==> src/rtl/pace_pkg.sv <==
package pace_pkg;

    // Register select encoding on cfg_sel
    typedef enum logic {
        REG_LIMIT   = 1'b0,
        REG_MONITOR = 1'b1
    } reg_sel_e;

    localparam int ERR_CODE_W = 4;
    localparam logic [ERR_CODE_W-1:0] ERR_NONE     = 4'h0;
    localparam logic [ERR_CODE_W-1:0] ERR_DEADLINE = 4'h6;

    // Per-cycle events of the deadline counter
    typedef struct packed {
        logic reload;
        logic tick;
        logic expire;
    } mon_evt_t;

    function automatic logic [ERR_CODE_W-1:0] code_of(input logic flag);
        return flag ? ERR_DEADLINE : ERR_NONE;
    endfunction

endpackage

==> src/rtl/pace_regs.sv <==
module pace_regs import pace_pkg::*; #(
    parameter int LIM_W = 16,
    parameter int MON_W = 32
) (
    input  logic             clk,
    input  logic             rst,
    input  logic             cfg_wr,
    input  logic             cfg_sel,
    input  logic [MON_W-1:0] cfg_wdata,
    output logic [LIM_W-1:0] lim_q,
    output logic [MON_W-1:0] mon_q,
    output logic [MON_W-1:0] mon_nxt
);
    reg_sel_e sel;
    assign sel = reg_sel_e'(cfg_sel);

    always_ff @(posedge clk) begin
        if (rst) begin
            lim_q <= '0;
            mon_q <= '0;
        end else if (cfg_wr) begin
            if (sel == REG_LIMIT) lim_q <= cfg_wdata[LIM_W-1:0];
            else                  mon_q <= cfg_wdata;
        end
    end

    // Value the monitor register holds after this edge
    always_comb begin
        mon_nxt = mon_q;
        if (cfg_wr && sel == REG_MONITOR) mon_nxt = cfg_wdata;
    end
endmodule

==> src/rtl/pace_spacer.sv <==
module pace_spacer #(
    parameter int LIM_W = 16
) (
    input  logic             clk,
    input  logic             rst,
    input  logic             raw_req,
    input  logic             grant,
    input  logic [LIM_W-1:0] limit,
    output logic             req_out
);
    localparam logic [LIM_W-1:0] STOP_ALL = '1;
    localparam logic [LIM_W-1:0] ONE      = LIM_W'(1);

    logic [LIM_W-1:0] gap_q;
    logic             blocked, open_win, take;

    assign blocked  = (limit == STOP_ALL);
    assign open_win = (limit == '0) || (gap_q == '0);
    assign req_out  = raw_req && !blocked && open_win;
    assign take     = req_out && grant;

    always_ff @(posedge clk) begin
        if (rst) begin
            gap_q <= '0;
        end else if (take) begin
            gap_q <= (limit == '0) ? '0 : limit - ONE;
        end else if (gap_q != '0) begin
            gap_q <= gap_q - ONE;
        end
    end
endmodule

==> src/rtl/pace_deadline.sv <==
module pace_deadline import pace_pkg::*; #(
    parameter int MON_W = 32
) (
    input  logic             clk,
    input  logic             rst,
    input  logic             reload,
    input  logic [MON_W-1:0] reload_val,
    input  logic             active,
    input  logic             enable,
    output logic [MON_W-1:0] cur,
    output logic             expire
);
    localparam logic [MON_W-1:0] ONE = MON_W'(1);

    mon_evt_t evt;

    always_comb begin
        evt.reload = reload;
        evt.tick   = active && enable && (cur != '0) && !reload;
        evt.expire = evt.tick && (cur == ONE);
    end

    assign expire = evt.expire;

    always_ff @(posedge clk) begin
        if (rst)              cur <= '0;
        else if (evt.reload)  cur <= reload_val;
        else if (evt.tick)    cur <= cur - ONE;
    end
endmodule

==> src/rtl/pace_errlat.sv <==
module pace_errlat import pace_pkg::*; (
    input  logic                  clk,
    input  logic                  rst,
    input  logic                  expire,
    input  logic                  clr,
    output logic                  flag,
    output logic [ERR_CODE_W-1:0] code
);
    always_ff @(posedge clk) begin
        if (rst)         flag <= 1'b0;
        else if (expire) flag <= 1'b1;
        else if (clr)    flag <= 1'b0;
    end

    assign code = code_of(flag);
endmodule

==> src/rtl/pace_guard.sv <==
module pace_guard import pace_pkg::*; #(
    parameter int LIM_W = 16,
    parameter int MON_W = 32
) (
    input  logic                  clk,
    input  logic                  rst,
    input  logic                  raw_req,
    input  logic                  grant,
    input  logic                  wu_active,
    input  logic                  wu_done,
    input  logic                  wrap_pulse,
    input  logic                  cfg_wr,
    input  logic                  cfg_sel,
    input  logic [MON_W-1:0]      cfg_wdata,
    input  logic                  err_clr,
    output logic                  req_out,
    output logic [MON_W-1:0]      mon_cur,
    output logic                  err_flag,
    output logic [ERR_CODE_W-1:0] err_code
);
    logic [LIM_W-1:0] lim_q;
    logic [MON_W-1:0] mon_q, mon_nxt;
    logic             reload, expire;

    assign reload = cfg_wr || wu_done || wrap_pulse;

    pace_regs #(.LIM_W(LIM_W), .MON_W(MON_W)) u_regs (
        .clk(clk), .rst(rst), .cfg_wr(cfg_wr), .cfg_sel(cfg_sel),
        .cfg_wdata(cfg_wdata), .lim_q(lim_q), .mon_q(mon_q), .mon_nxt(mon_nxt)
    );

    pace_spacer #(.LIM_W(LIM_W)) u_spacer (
        .clk(clk), .rst(rst), .raw_req(raw_req), .grant(grant),
        .limit(lim_q), .req_out(req_out)
    );

    pace_deadline #(.MON_W(MON_W)) u_deadline (
        .clk(clk), .rst(rst), .reload(reload), .reload_val(mon_nxt),
        .active(wu_active), .enable(mon_q != '0), .cur(mon_cur), .expire(expire)
    );

    pace_errlat u_err (
        .clk(clk), .rst(rst), .expire(expire), .clr(err_clr),
        .flag(err_flag), .code(err_code)
    );
endmodule

==> config.mk <==
export PLATFORM = sky130hd
export DESIGN_NAME = pace_guard
export DESIGN_NICKNAME = d
export VERILOG_FILES = /design/src/rtl/pace_pkg.sv /design/src/rtl/pace_regs.sv /design/src/rtl/pace_spacer.sv /design/src/rtl/pace_deadline.sv /design/src/rtl/pace_errlat.sv /design/src/rtl/pace_guard.sv
export SDC_FILE = /design/constraint.sdc
export NUM_CORES = 1
export LEC_CHECK = 0
export BUFFER_PORTS_ARGS = -buffer_cell sky130_fd_sc_hd__buf_4
export CORE_MARGIN = 2
export CORE_UTILIZATION = 40
export DETAILED_ROUTE_END_ITERATION = 12
export PLACE_DENSITY = 0.57
export SLEW_MARGIN = 40
export SYNTH_ARGS = -nofsm -noshare
export SYNTH_HDL_FRONTEND = slang
export SYNTH_SLANG_ARGS = --single-unit
==> constraint.sdc <==
create_clock -name clk -period 5.2 [get_ports clk]
set_clock_uncertainty 0.2 [all_clocks]
set_input_delay 1.04 -clock clk [delete_from_list [all_inputs] [get_ports clk]]
set_output_delay 1.04 -clock clk [all_outputs]
set_load 0.01 [all_outputs]
==> key figures <==
Setup path
  – Crit path depth: 6
  – WS Path Type: reg2out
  – Top cell by count, worst path: nor2_1
  – CP Launch Type: flop
  – CP Launch Point: u_regs.lim_q[2]$_SDFFE_PP0P_
  – Cell family with most CP delay: simple AND/OR/NAND/NOR gates
  – Arrival time at the worst endpoint: 2.37 ns
  – Reg-to-Reg End: u_spacer.gap_q[11]$_SDFFE_PP0P_
  – WP data required: approximately 4.0 ns
  – Slowest CP cell: nor3b_1
  – Worst r2r src: u_regs.lim_q[2]$_SDFFE_PP0P_
  – R2R cell count: 6
  – R2r setup slk: 2.44 ns
  – Critical Path End: req_out
  – Cell Chain, Critical Path: or3_1 -> nor3b_1 -> and3_1 -> nor2_1 -> nor2_1 -> buf_4
  – CP endpoint kind: output port
  – Crit path max fanout: 6
  – Crit-path max cell delay: about 0.56 ns
  – Buffers and inverters on the worst path: 1

GRT
  – First-pass GRT wire length: around 23 mm
  – GRT Total Usage: between 20% and 30%
  – Largest net degree at the start of global routing: 58
  – Initial antenna violation count: 0
  – Vias in the first global route: around 4300
  – Global route total overflow: 0

Detailed routing
  – DRT iter0 DRCs: slightly above 400
  – Vias per std cell: roughly 5.6
  – First drt pass iteration count: 5
  – Routed WL: 14.37 mm
  – DRC Markers: 0
  – WL/cell: 17.28 µm
  – Vias: ~4600
  – Remaining antenna violation count: 0

Logic synthesis
  – Largest cells by area after synthesis: dfxtp_1 39%, mux2i_1 7.2%, xnor2_1 5.2%
  – Sequential share of the synthesized area: between 30% and 40%
  – Async set-or-reset flop fraction in the synthesized netlist: 0%
  – Post-synth top area cell: dfxtp_1
  – Top cell type's share of synthesized area: approximately two fifths
  – Post-synthesis register bit count: 97
  – Mapped Cells: ~600
  – Synthesis Warnings: 0
  – Syn Area/Cell: about 8.4 µm²
  – Synthesized cell area: just over 5000 µm²
  – Synth Flop Type: dfxtp_1
  – Post-synth EDFFs: 0
  – Netlist cell types: 60

Floorplanning
  – Die X: roughly 120 µm
  – Initial Utilization: between 40% and 50%
  – Top Ports: 80
  – Core Footprint: 12160 µm²
  – Row count: 40
  – Die Area: ~14000 µm²
  – Die Y: around 120 µm

Place
  – RD Place Congestion: approximately 0.90
  – PortBufs: 77
  – HPWL after detailed placement: about 11 mm
  – Post-DP Area: around 5700 µm²

Clock tree
  – TritonCTS clock tree: built
  – Clock sink count: 97
  – Clk_lat worst skew: around 0.34 ns
  – Setup Buffers After CTS: 0
  – Max clock buf depth: 2
  – Num CTS Buffers: 9
  – CTS Root Cell: clkbuf_16
  – Gates resized, CTS repair: 0
  – Hold buffers post-CTS: 0
  – H-tree depth: 3
  – Clock-pin slew on the worst setup and hold paths: roughly 0.070 ns

Final layout
  – Area growth syn-to-layout: 19.58%
  – Design area: 6022 µm²
  – # fillers: between 1000 and 1500
  – Most frequent cells in the layout: 97 x dfxtp_1, 83 x buf_4, 66 x nor2_1, 59 x nand2_1, 42 x a21oi_1
  – Fraction of layout instances using a drive strength above 1: 17.47%
  – Final nets: 707
  – ANT cells: 0
  – Reg area: 1942 µm²
  – Most common cell after layout, fill and taps aside: dfxtp_1
  – Area of the multi-input gates: approximately 3000 µm²

Timing
  – TNS Setup: 0 ns
  – Final worst path period share: 69.35%
  – Hold Vio Cnt, Final: 0
  – Worst-margin pin slew: 0.7729 ns
  – Fin. max-slew vios: 0
  – RSZ-0062 raised after global routing: no
  – Worst slew margin: between 40% and 50%
  – Count of final setup violators: 0
  – Fmax achieved: 0.2773 GHz
  – Tmin final: between 3 and 4 ns

Worst hold path
  – Hold Crit Class: reg2reg

Power and ir drop
  – Peak supply drop: 0.1570 mV
  – PnR Total Power: between 2 and 2.5 mW
  – PwrDens: 361.7 nW/µm²
  – Pleak: 2.505 nW

Run status
  – Status: complete, no violations

Job
  – # Max-Cap Violations: 0
==> worst min-delay path by stage <==
stage,startpoint,to,slack (ns),depth (start not counted)
2_1_floorplan,u_regs.mon_q[0]$_SDFFE_PP0P_,u_regs.mon_q[0]$_SDFFE_PP0P_,0.25,2
3_3_place_gp,u_regs.mon_q[0]$_SDFFE_PP0P_,u_regs.mon_q[0]$_SDFFE_PP0P_,0.28,2
3_5_place_dp,u_regs.mon_q[0]$_SDFFE_PP0P_,u_regs.mon_q[0]$_SDFFE_PP0P_,0.29,2
4_1_cts,u_regs.mon_q[0]$_SDFFE_PP0P_,u_regs.mon_q[0]$_SDFFE_PP0P_,0.30,2
5_1_grt,u_err.flag$_SDFFE_PP0P_,u_err.flag$_SDFFE_PP0P_,0.33,2
6_report,u_regs.lim_q[4]$_SDFFE_PP0P_,u_regs.lim_q[4]$_SDFFE_PP0P_,0.29,2
==> synthesized netlist by cell type, drive strengths merged (12+ instances only) <==
cell,n
mux2i,36
xnor2,30
nor2,69
nor3,21
dfxtp,97
nand2,60
a21oi,42
buf,12
or3,18
clkbuf,27
nand3,14
a21o,20
nor4,34
or4,14
==> worst register-to-register path: stages, from the launching register on <==
cell and delay [ns]:
dfxtp_1 0.36, or3_1 0.42, nor3b_1 0.56, nand2_1 0.26, nor4_1 0.53, nor2_1 0.15, and2_1 0.17
==> flip-flops by register name, indices dropped and copies added (netlist names) <==
name and count:
u_deadline.cur 32, u_err.flag 1, u_regs.lim_q 16, u_regs.mon_q 32, u_spacer.gap_q 16
==> metal layers <==
layer  up-vias  GRT usage [%]  part of all wire, %
met5         -              0                    0
met4         0          6.032                  1.2
met3        13          4.152                  5.7
met2       155          31.31                   41
met1      2173          33.94                   52
li1       2294              -                    -
==> cell families after synthesis <==
logic type	count (synthesis)	share of synthesized area (%)
mux	36	7.155
other cells	1	0.07446
xor+xnor	40	6.956
compound gates	106	13.54
simple gates	271	28.42
fa+ha+maj	6	1.491
buf+inv	46	3.801
flops	97	38.56
==> area by class of cell <==
class	count	area share [%]
Sequential cell	97	32.25
Tap cell	168	3.491
Timing Repair Buffer	83	10.35
Clock buffer	10	3.802
Clock inverter	6	1.101
Inverter	7	0.4363
Multi-Input combinational cell	461	48.58
==> report_power, final <==
group | switching, mW | internal (mW) | total [mW]
Combinational | 0.344 | 0.283 | 0.626
Clock | 0.289 | 0.376 | 0.665
Sequential | 0.0770 | 0.810 | 0.887
==> per-stage QoR <==
stage	cells	setup WS [ns]	util (%)	hold WS [ns]
2_1_floorplan	604	2.245	-	0.2548
3_5_place_dp	816	1.957	47.04	0.2853
6_report	832	1.594	49.52	0.2946
4_1_cts	832	1.571	49.46	0.2959
5_1_grt	832	1.378	49.52	0.3301
3_3_place_gp	816	1.947	46.98	0.2803
(Power assumes the default switching activity.)
